File: src/rtl/alsched_pkg.sv
package alsched_pkg;

    // Next position on a ring of n slots.
    function automatic int ring_next(int idx, int n);
        return (idx + 1 >= n) ? 0 : idx + 1;
    endfunction

endpackage

File: src/rtl/alsched_rr_pick.sv
// Picks the first asserted request at or after a rotating start position.
module alsched_rr_pick #(
    parameter int N = 4,
    localparam int IW = (N > 1) ? $clog2(N) : 1
) (
    input  logic [N-1:0]  req,
    input  logic [IW-1:0] ptr,
    output logic          hit,
    output logic [IW-1:0] idx
);

    always_comb begin
        hit = 1'b0;
        idx = '0;
        for (int k = 0; k < N; k++) begin
            if (!hit && req[(int'(ptr) + k) % N]) begin
                hit = 1'b1;
                idx = IW'((int'(ptr) + k) % N);
            end
        end
    end

endmodule

File: src/rtl/alsched_avg.sv
// Floor mean of the selected entries, never below 1, 1 when none selected.
module alsched_avg #(
    parameter int CNT = 16,
    parameter int W   = 8
) (
    input  logic [CNT*W-1:0] vals,
    input  logic [CNT-1:0]   live,
    output logic [W-1:0]     avg
);

    localparam int CW = $clog2(CNT + 1);
    localparam int SW = W + CW;

    logic [SW-1:0] sum;
    logic [CW-1:0] cnt;
    logic [SW-1:0] quo;

    always_comb begin
        sum = '0;
        cnt = '0;
        for (int k = 0; k < CNT; k++) begin
            if (live[k]) begin
                sum = sum + SW'(vals[k*W +: W]);
                cnt = cnt + CW'(1);
            end
        end
        quo = (cnt == '0) ? SW'(1) : sum / SW'(cnt);
        if (quo == '0)
            avg = W'(1);
        else if (quo > SW'({W{1'b1}}))
            avg = '1;
        else
            avg = quo[W-1:0];
    end

endmodule

File: src/rtl/adaptive_lock_sched.sv
module adaptive_lock_sched
    import alsched_pkg::*;
#(
    parameter int N     = 4,
    parameter int LEN_W = 8,
    parameter int AGE_W = 8,
    localparam int IW = (N > 1) ? $clog2(N) : 1,
    localparam int P  = N * N
) (
    input  logic               clk,
    input  logic               rst_n,
    input  logic               cell_tick,
    input  logic [P*LEN_W-1:0] voq_len,
    input  logic [P*AGE_W-1:0] voq_age,
    output logic [N-1:0]       match_valid,
    output logic [N*IW-1:0]    match_out,
    output logic [P-1:0]       lock_map,
    output logic [LEN_W-1:0]   len_thresh,
    output logic [AGE_W-1:0]   age_thresh
);

    typedef struct packed {
        logic [P-1:0]          lock;
        logic [N-1:0][IW-1:0]  gptr;
        logic [N-1:0][IW-1:0]  aptr;
        logic [LEN_W-1:0]      thr_len;
        logic [AGE_W-1:0]      thr_age;
        logic [N-1:0]          mvalid;
        logic [N-1:0][IW-1:0]  mout;
    } sched_t;

    sched_t st_q, st_d;

    logic [P-1:0]         occupied;
    logic [P-1:0]         over_lim;
    logic [P-1:0]         held;
    logic [P-1:0]         req;
    logic [N-1:0]         in_busy;
    logic [N-1:0]         out_busy;
    logic [N-1:0]         gnt_hit;
    logic [N-1:0][IW-1:0] gnt_idx;
    logic [N-1:0]         acc_hit;
    logic [N-1:0][IW-1:0] acc_idx;
    logic [LEN_W-1:0]     avg_len;
    logic [AGE_W-1:0]     avg_age;

    // Per-pair metric decode against the limits in force.
    for (genvar p = 0; p < P; p++) begin : g_pair
        logic [LEN_W-1:0] l;
        logic [AGE_W-1:0] a;
        assign l           = voq_len[p*LEN_W +: LEN_W];
        assign a           = voq_age[p*AGE_W +: AGE_W];
        assign occupied[p] = |l;
        assign over_lim[p] = (l > st_q.thr_len) || (a > st_q.thr_age);
        assign held[p]     = st_q.lock[p] && occupied[p] && over_lim[p];
        assign req[p]      = occupied[p] && !in_busy[p / N] && !out_busy[p % N];
    end

    for (genvar i = 0; i < N; i++) begin : g_in_busy
        assign in_busy[i] = |held[i*N +: N];
    end

    // Grant stage: one arbiter per output over the requesting inputs.
    for (genvar o = 0; o < N; o++) begin : g_out
        logic [N-1:0] col_req;
        logic [N-1:0] col_held;
        for (genvar i = 0; i < N; i++) begin : g_col
            assign col_req[i]  = req[i*N + o];
            assign col_held[i] = held[i*N + o];
        end
        assign out_busy[o] = |col_held;
        alsched_rr_pick #(.N(N)) u_grant (
            .req (col_req),
            .ptr (st_q.gptr[o]),
            .hit (gnt_hit[o]),
            .idx (gnt_idx[o])
        );
    end

    // Accept stage: one arbiter per input over the outputs that granted it.
    for (genvar i = 0; i < N; i++) begin : g_acc
        logic [N-1:0] offer;
        for (genvar o = 0; o < N; o++) begin : g_off
            assign offer[o] = gnt_hit[o] && (gnt_idx[o] == IW'(i));
        end
        alsched_rr_pick #(.N(N)) u_accept (
            .req (offer),
            .ptr (st_q.aptr[i]),
            .hit (acc_hit[i]),
            .idx (acc_idx[i])
        );
    end

    alsched_avg #(.CNT(P), .W(LEN_W)) u_avg_len (
        .vals (voq_len),
        .live (occupied),
        .avg  (avg_len)
    );

    alsched_avg #(.CNT(P), .W(AGE_W)) u_avg_age (
        .vals (voq_age),
        .live (occupied),
        .avg  (avg_age)
    );

    always_comb begin
        st_d = st_q;
        if (cell_tick) begin
            st_d.lock    = held;
            st_d.mvalid  = '0;
            st_d.mout    = '0;
            st_d.thr_len = avg_len;
            st_d.thr_age = avg_age;
            // Pinned pairs bypass arbitration.
            for (int i = 0; i < N; i++) begin
                for (int o = 0; o < N; o++) begin
                    if (held[i*N + o]) begin
                        st_d.mvalid[i] = 1'b1;
                        st_d.mout[i]   = IW'(o);
                    end
                end
            end
            // Pairs won in arbitration; pointers move only on acceptance.
            for (int i = 0; i < N; i++) begin
                if (acc_hit[i]) begin
                    st_d.mvalid[i]          = 1'b1;
                    st_d.mout[i]            = acc_idx[i];
                    st_d.aptr[i]            = IW'(ring_next(int'(acc_idx[i]), N));
                    st_d.gptr[acc_idx[i]]   = IW'(ring_next(i, N));
                    if (over_lim[i*N + int'(acc_idx[i])])
                        st_d.lock[i*N + int'(acc_idx[i])] = 1'b1;
                end
            end
        end
    end

    always_ff @(posedge clk or negedge rst_n) begin
        if (!rst_n) begin
            st_q         <= '0;
            st_q.thr_len <= LEN_W'(1);
            st_q.thr_age <= AGE_W'(1);
        end else begin
            st_q <= st_d;
        end
    end

    assign match_valid = st_q.mvalid;
    assign match_out   = st_q.mout;
    assign lock_map    = st_q.lock;
    assign len_thresh  = st_q.thr_len;
    assign age_thresh  = st_q.thr_age;

endmodule

File: config.mk
export PLATFORM = sky130hd
export DESIGN_NAME = adaptive_lock_sched
export DESIGN_NICKNAME = d
export VERILOG_FILES = /design/src/rtl/alsched_pkg.sv /design/src/rtl/alsched_rr_pick.sv /design/src/rtl/alsched_avg.sv /design/src/rtl/adaptive_lock_sched.sv
export SDC_FILE = /design/constraint.sdc
export NUM_CORES = 1
export LEC_CHECK = 0
export ABC_CLOCK_PERIOD_IN_PS = 11400
export BUFFER_PORTS_ARGS = -buffer_cell sky130_fd_sc_hd__buf_2
export CORE_UTILIZATION = 55
export CTS_CLUSTER_SIZE = 8
export DETAILED_ROUTE_END_ITERATION = 12
export PLACE_DENSITY = 0.83
export SETUP_SLACK_MARGIN = 0.3
export SLEW_MARGIN = 40
export SYNTH_ARGS = -nofsm -noshare
export SYNTH_HDL_FRONTEND = slang
export SYNTH_HIERARCHICAL = 1
export SYNTH_SLANG_ARGS = --single-unit
File: constraint.sdc
create_clock -name clk -period 11.4 [get_ports clk]
set_clock_uncertainty 0.1 [all_clocks]
set_input_delay 1.14 -clock clk [delete_from_list [all_inputs] [get_ports clk]]
set_output_delay 1.14 -clock clk [all_outputs]
set_load 0.005 [all_outputs]
==> flow_metrics.env, run 1 <==
export IMPL_status="stopped before the end"
export IMPL_flow_stopped_at="global routing"
export IMPL_error_line="[ERROR GRT-0116] Global routing finished with congestion. Check the congestion regions in the DRC Viewer."
export IMPL_die_y_microns=262
export IMPL_placed_cell_area_sq_mm=0.0524
export IMPL_cts_max_path_buffers=2
export IMPL_syn_avg_cell_area_sq_um=7.29
export IMPL_grt_pass1_wl_microns=434000
export IMPL_floorplan_initialDensity_pct=56.1
export IMPL_ys_types=137
export IMPL_synth_edf_count=0
export IMPL_cts_max_level=3
export IMPL_synth_area_sq_mm=0.0372
export IMPL_clock_root_buffer="clkbuf_16"
export IMPL_rows=94
export IMPL_gp_congestion=1.04
export IMPL_yosysWarnings=6
export IMPL_grt_pass1_vias=67796
export IMPL_cts_sinks=60
export IMPL_grt_max_degree=70
export IMPL_cts_buffers=9
export IMPL_ys_seq_elements=60
export IMPL_ys_seq_area_share_pct=4.04
export IMPL_die_x_microns=262
export IMPL_yosysTopAreaCellShare_pct=22.3
export IMPL_async_reset_ff_share_pct=100
export IMPL_dp_hpwl_microns=131000
export IMPL_synth_ff_type="dfrtp_1"
export IMPL_syn_nets=6056
export IMPL_overflow=308
export IMPL_grt_total_usage_pct=82.9
export IMPL_dp_cells=7789
export IMPL_synth_top_area_cell="ha_1"
export IMPL_ios=303
export IMPL_synth_area_leaders="ha_1, a21oi_1, xnor2_1"
export IMPL_synth_cells=5103
export IMPL_port_buffers=302
-- repair_timing --
| action | CTS |
|---|---|
| hold buffers | 0 |
| setup buffers | 223 |
| endpoints found under the hold margin | 0 |
| resized for setup | 230 |
| gates cloned | 0 |
| pin swaps | 173 |
| setup endpoints to repair | 16 |
-- synth_stat cells (all sizes together) (83+ instances only) --
library cell	n
ha	664
mux2	83
xnor2	226
o21a	150
o21ai	389
nor2b	104
nand4	85
xor2	104
nand2b	84
nand3	95
nor2	416
nand2	458
nor3	130
inv	342
a21oi	417
-- metrics by stage --
| stage | setup slack (ps) | util [%] |
|---|---|---|
| after floorplan | -24730 | - |
| after global placement | -23430 | 79.0 |
| after detailed placement | -26490 | 79.0 |
| after CTS | -24500 | 83.5 |
-- kinds of logic after synthesis --
group | count (synthesis) | synth area share, %
AO/OA/AOI/OAI | 1651 | 29.3
XOR/XNOR | 356 | 9.90
adder cells (fa/ha/maj) | 700 | 24.1
buffers and inverters | 500 | 5.58
flip-flops | 60 | 4.04
multiplexers | 158 | 4.63
AND/OR/NAND/NOR | 1678 | 22.4
-- per-layer routing --
| layer | overflow | track usage [%] |
|---|---|---|
| met5 | 1 | 60.9 |
| met4 | 71 | 77.6 |
| met3 | 23 | 76.3 |
| met2 | 173 | 94.6 |
| met1 | 40 | 81.3 |
==> inputs of run 2 (changes only) <==
--- a/config.mk
+++ b/config.mk
@@ -7,11 +7,9 @@
 export LEC_CHECK = 0
 export ABC_CLOCK_PERIOD_IN_PS = 11400
 export BUFFER_PORTS_ARGS = -buffer_cell sky130_fd_sc_hd__buf_2
-export CORE_UTILIZATION = 55
-export CTS_CLUSTER_SIZE = 8
+export CORE_UTILIZATION = 40
 export DETAILED_ROUTE_END_ITERATION = 12
-export PLACE_DENSITY = 0.83
-export SETUP_SLACK_MARGIN = 0.3
+export PLACE_DENSITY_LB_ADDON = 0.15
 export SLEW_MARGIN = 40
 export SYNTH_ARGS = -nofsm -noshare
 export SYNTH_HDL_FRONTEND = slang
==> run 2 against run 1 <==
The flow now finishes, with violations (negative setup slack). Synthesized area did not move. Synthesized cell count did not move.
==> flow_metrics.env, run 2 <==
export IMPL_antenna_left=0
export IMPL_ys_seq_elements=60
export IMPL_synthSimpleGateAreaFrac_pct=22.4
export IMPL_fin_area_sq_mm=0.0577
export IMPL_ff_latch_area_sq_mm=0.00150
export IMPL_setup_ws_ps=-24220
export IMPL_grt_pass1_vias=45846
export IMPL_cp_required_ps=11580
export IMPL_rsz0062_at_grt="yes"
export IMPL_ys_seq_area_share_pct=4.04
export IMPL_dieArea_sq_mm=0.0942
export IMPL_grt_total_usage_pct=30.6
export IMPL_worst_pin_slew_ps=838
export IMPL_overflow=0
export IMPL_synth_top_area_cell="ha_1"
export IMPL_path_clk_slew_ps=60
export IMPL_finalHoldViolCount=0
export IMPL_cp_common_cell="o21a_1"
export IMPL_yosysMostFrequentCell="ha_1"
export IMPL_wire_per_inst_microns=17.5
export IMPL_synth_edf_count=0
export IMPL_area_growth_pct=55.1
export IMPL_first_pass_iters=6
export IMPL_holdCritPathClass="flop to flop"
export IMPL_period_share_pct=312
export IMPL_fin_crit_ps=35620
export IMPL_critPathLaunchType="primary input"
export IMPL_drive_gt1_share_pct=41.0
export IMPL_muxShareOfSynthArea_pct=4.63
export IMPL_final_cell_mix="buf_4, ha_1, nand2_1, nor2_1, a21oi_1"
export IMPL_ios=303
export IMPL_gp_congestion=0.953
export IMPL_yosysWarnings=6
export IMPL_hold_buffers=0
export IMPL_cts_tree="yes"
export IMPL_wirelength_microns=150000
export IMPL_cts_max_path_buffers=2
export IMPL_setup_viol=16
export IMPL_dp_hpwl_microns=121000
export IMPL_worst_path_max_delay_cell="or4_4"
export IMPL_grt_max_degree=70
export IMPL_port_buffers=302
export IMPL_vias=46776
export IMPL_synth_cells=5103
export IMPL_criticalPathCategory="primary input to flop"
export IMPL_violations="negative setup slack"
export IMPL_synth_area_sq_mm=0.0372
export IMPL_hold_worst_slack_ps=391
export IMPL_synthAdderAreaFrac_pct=24.1
export IMPL_maxCapViolations=0
export IMPL_multi_input_area_sq_mm=0.0361
export IMPL_drt_iter0_drc=2604
export IMPL_synthTopCellsByCount="ha_1, nand2_1, nor2_1, a21oi_1, o21ai_0"
export IMPL_die_y_microns=307
export IMPL_finalNonFillerCells=8529
export IMPL_dp_cells=8241
export IMPL_async_reset_ff_share_pct=100
export IMPL_ys_types=137
export IMPL_yosysTopAreaCellShare_pct=22.3
export IMPL_fin_nets=8233
export IMPL_die_x_microns=307
export IMPL_grt_pass1_wl_microns=233000
export IMPL_antenna_found_initial=3
export IMPL_synth_xor_area_share_pct=9.90
export IMPL_synth_top_family_by_area="compound AO/OA/AOI/OAI gates"
export IMPL_synth_compound_area_share_pct=29.3
export IMPL_end_kind="flop"
export IMPL_syn_avg_cell_area_sq_um=7.29
export IMPL_floorplan_initialDensity_pct=40.5
export IMPL_clk_latency_ps=360
export IMPL_status="finished, violations left"
export IMPL_critPathMaxFanout=5
export IMPL_slew_viol_final=0
export IMPL_cts_max_level=3
export IMPL_max_freq_ghz=0.0281
export IMPL_arrival_ps=35810
export IMPL_slew_headroom_pct=44.1
export IMPL_rows=111
export IMPL_clock_root_buffer="clkbuf_16"
export IMPL_fill_cells=8100
export IMPL_synth_ff_type="dfrtp_1"
export IMPL_fp_coreArea_sq_mm=0.0918
export IMPL_cts_sinks=60
export IMPL_syn_nets=6056
export IMPL_placed_cell_area_sq_mm=0.0535
export IMPL_viasPerCell=5.48
export IMPL_drc=0
export IMPL_cts_buffers=9
export IMPL_cp_top_family="compound AO/OA/AOI/OAI gates"
export IMPL_crit_buf_inv=18
export IMPL_final_common_cell="buf_4"
export IMPL_slowest_delay_ps=550
export IMPL_synth_area_leaders="ha_1, a21oi_1, xnor2_1"
[run 2: path summary, 6_finish.rpt]
kind | from | end | slack, ps | cells after the start
worst min register to register | match_out[6] | match_out[6] | 390 | 1
worst min-delay path | match_out[6] | match_out[6] | 390 | 1
min in group asynchronous | rst_n | lock_map[0] | 660 | 1
worst max register to register | len_thresh[0] | st_q[41] | 4830 | 20
worst max-delay path | voq_len[1] | len_thresh[0] | -24220 | 215
max in group asynchronous | rst_n | age_thresh[1] | 10080 | 1
[run 2: through the flow]
stage	utilization [%]	TNS, ps	worst slack [ps]
2_1_floorplan	-	-280980	-24730
3_3_place_gp	58.2	-290890	-24010
3_5_place_dp	58.2	-299970	-24980
4_1_cts	61.1	-278070	-23740
5_1_grt	62.8	-309180	-26210
6_report	62.8	-284440	-24220
[run 2: cell families (layout without fill, tap and decap cells)]
kind of cell,Yosys count,count (layout)
xor+xnor,356,356
other cells,0,1
buf+inv,500,2682
compound gates,1651,1651
mux,158,158
flops,60,60
simple gates,1678,1678
fa+ha+maj,700,700
[run 2: metal layers]
metal	vias up	global-route usage [%]	routed length (microns)
li1	23267	-	-
met1	22162	38.1	65500
met5	-	0	22
met3	265	3.58	7380
met4	4	9.97	5110
met2	1078	54.2	71600
[run 2: area by class of cell]
cell class / instances / share of cell area, %
Sequential cell: 60 / 2.61
Clock buffer: 11 / 0.421
Antenna cell: 1 / 0.00434
Tap cell: 1243 / 2.70
Timing Repair Buffer: 2318 / 29.2
Multi-Input combinational cell: 4543 / 62.7
Clock inverter: 5 / 0.148
Inverter: 348 / 2.28
[run 2: timing repair]
action	in CTS	in global routing
pin swaps	160	133
resized for setup	231	194
setup endpoints to repair	16	16
hold endpoints to repair	0	0
setup buffers	178	95
[run 2: worst reg2reg max path: stages (launching register included)]
cell      delay, ps
dfstp_2        1040
ha_1            340
nor2b_1          50
o211ai_1        150
a21oi_1          90
o22ai_1         550
a21oi_1         330
nor4_1          640
and3_1          320
inv_1            80
a221o_1         350
a21oi_1         270
and3b_1         270
inv_1            80
a221o_1         350
a21oi_1         540
inv_1           210
ha_1            310
nand2_1          80
nand2_1          70
a32o_1          260
Power of run 2 is not shown: default switching activity piles up to over one toggle a cycle in this logic, so the estimate is an artifact.
==> inputs of run 3 (changes only) <==
--- a/config.mk
+++ b/config.mk
@@ -8,9 +8,10 @@
 export ABC_CLOCK_PERIOD_IN_PS = 11400
 export BUFFER_PORTS_ARGS = -buffer_cell sky130_fd_sc_hd__buf_2
 export CORE_UTILIZATION = 40
+export CTS_BUF_LIST = sky130_fd_sc_hd__clkbuf_2 sky130_fd_sc_hd__clkbuf_4 sky130_fd_sc_hd__clkbuf_8
 export DETAILED_ROUTE_END_ITERATION = 12
 export PLACE_DENSITY_LB_ADDON = 0.15
-export SLEW_MARGIN = 40
+export SLEW_MARGIN = 20
 export SYNTH_ARGS = -nofsm -noshare
 export SYNTH_HDL_FRONTEND = slang
 export SYNTH_HIERARCHICAL = 1
==> run 3 against run 2 <==
Critical path type unchanged. Highest routed layer unchanged. Routed wire length fell by 1.9%. Via count fell by 1.7%. Count of clock-buffer cells in the layout rose by 2. Cell area fell by 2.4%. Sequential share of layout area rose by 0.063 points. Flip-flop and latch count did not move. The run still ends with negative setup slack left. Critical path depth fell by 1. Global-route usage fell by 0.42 points. Critical endpoint unchanged.
==> flow_metrics.env, run 3 (synthesis results as in run 2) <==
export IMPL_final_util_pct=61.3
export IMPL_setup_tns_ps=-288210
export IMPL_cts_sinks=60
export IMPL_first_pass_iters=6
export IMPL_area_growth_pct=51.4
export IMPL_grt_pass1_wl_microns=229000
export IMPL_grt_total_usage_pct=30.1
export IMPL_ios=303
export IMPL_status="finished, violations left"
export IMPL_cts_buffers=9
export IMPL_maxCapViolations=0
export IMPL_cp_common_cell="o21a_1"
export IMPL_clk_latency_ps=400
export IMPL_rsz0062_at_grt="yes"
export IMPL_finalHoldViolCount=0
export IMPL_cp_required_ps=11640
export IMPL_worst_path_max_delay_cell="or4_4"
export IMPL_grt_pass1_vias=45265
export IMPL_port_buffers=302
export IMPL_violations="negative setup slack"
export IMPL_vias=45971
export IMPL_cts_max_level=3
export IMPL_path_clk_slew_ps=90
export IMPL_end_kind="flop"
export IMPL_grt_max_degree=70
export IMPL_fin_nets=8130
export IMPL_wirelength_microns=147000
export IMPL_slowest_delay_ps=510
export IMPL_antenna_left=0
export IMPL_wire_per_inst_microns=17.4
export IMPL_worst_pin_slew_ps=985
export IMPL_setup_viol=16
export IMPL_rows=111
export IMPL_die_y_microns=307
export IMPL_dieArea_sq_mm=0.0942
export IMPL_antenna_found_initial=5
export IMPL_drc=0
export IMPL_max_freq_ghz=0.0278
export IMPL_fp_coreArea_sq_mm=0.0918
export IMPL_viasPerCell=5.45
export IMPL_gp_congestion=0.953
export IMPL_critPathMaxFanout=9
export IMPL_dp_cells=8241
export IMPL_criticalPathCategory="primary input to flop"
export IMPL_critPathLaunchType="primary input"
export IMPL_slew_viol_final=0
export IMPL_finalNonFillerCells=8428
export IMPL_cts_tree="yes"
export IMPL_dp_hpwl_microns=121000
export IMPL_period_share_pct=315
export IMPL_slew_headroom_pct=34.3
export IMPL_setup_ws_ps=-24510
export IMPL_floorplan_initialDensity_pct=40.5
export IMPL_drive_gt1_share_pct=39.1
export IMPL_drt_iter0_drc=2628
export IMPL_fill_cells=8383
export IMPL_final_common_cell="buf_4"
export IMPL_hold_buffers=0
export IMPL_fin_crit_ps=35910
export IMPL_overflow=0
export IMPL_clock_root_buffer="clkbuf_8"
export IMPL_cts_max_path_buffers=2
export IMPL_final_cell_mix="buf_4, ha_1, nand2_1, nor2_1, a21oi_1"
export IMPL_arrival_ps=36150
export IMPL_holdCritPathClass="flop to flop"
export IMPL_die_x_microns=307
==> run 3: cell count changes in the layout (fill, tap and decap cells not counted), moves of 7 or more <==
cell | before | now
buf_6 | 31 | 23
a21oi_2 | 57 | 48
o21ai_2 | 60 | 48
nor2_1 | 377 | 384
buf_4 | 1982 | 1890
clkbuf_8 | 1 | 11
o21ai_0 | 264 | 287
ha_1 | 593 | 611
ha_4 | 69 | 50
nor2_2 | 32 | 25
a21oi_1 | 355 | 366
clkbuf_16 | 9 | 0
o21ai_1 | 61 | 51
==> run 3: per-layer routing <==
metal	track usage, %	wire [microns]
met3	3.16	7060
met5	0	17
met4	9.79	5030
met2	53.2	69600
met1	38.0	65200
==> run 3: cell type report <==
cell class              instances  area, sq um  share of cell area (%)
multi-input cells            4543        35700                    63.4
repair buffers               2215        16000                    28.4
well taps                    1243         1560                    2.76
flip-flops and latches         60         1500                    2.67
inverters                     348         1320                    2.34
clock buffers                  13          166                   0.296
clock inverters                 3         68.8                   0.122
diodes                          3         7.51                  0.0133
==> run 3: repair_timing <==
action	in CTS	in global routing
cloned	0	0
endpoints found under the setup margin	16	16
pin swaps	135	174
gates resized for setup	163	152
buffers inserted	125	44
hold endpoints to repair	0	0
==> run 3: worst paths after layout <==
check / start / end / slack (ps) / cells after the start
max in group asynchronous: rst_n / len_thresh[4] / 9870 / 1
min in group asynchronous: rst_n / lock_map[0] / 740 / 1
setup / recovery: voq_len[1] / len_thresh[0] / -24510 / 214
hold reg to reg: match_out[1] / match_out[1] / 390 / 1
hold / removal: match_out[1] / match_out[1] / 390 / 1
setup reg to reg: age_thresh[0] / st_q[37] / 4650 / 21
==> run 3: metrics by stage <==
step	instance area [sq um]	setup WS, ps	hold WS [ps]
3_3_place_gp	53400	-24010	370
5_1_grt	56300	-26410	411
6_report	56300	-24510	395
2_1_floorplan	38000	-24730	356
4_1_cts	55300	-23890	399
3_5_place_dp	53400	-25010	378
==> run 3: critical path: cells and delay by family <==
kind | cells | cell delay (ps)
xor gates and xnor gates | 6 | 760
muxes | 8 | 1820
adders and majority gates | 29 | 8020
AOI/OAI and AO/OA | 84 | 12570
and+or+nand+nor | 69 | 9890
buffers and inverters | 18 | 1850
Power of run 3 is left out for the same reason.
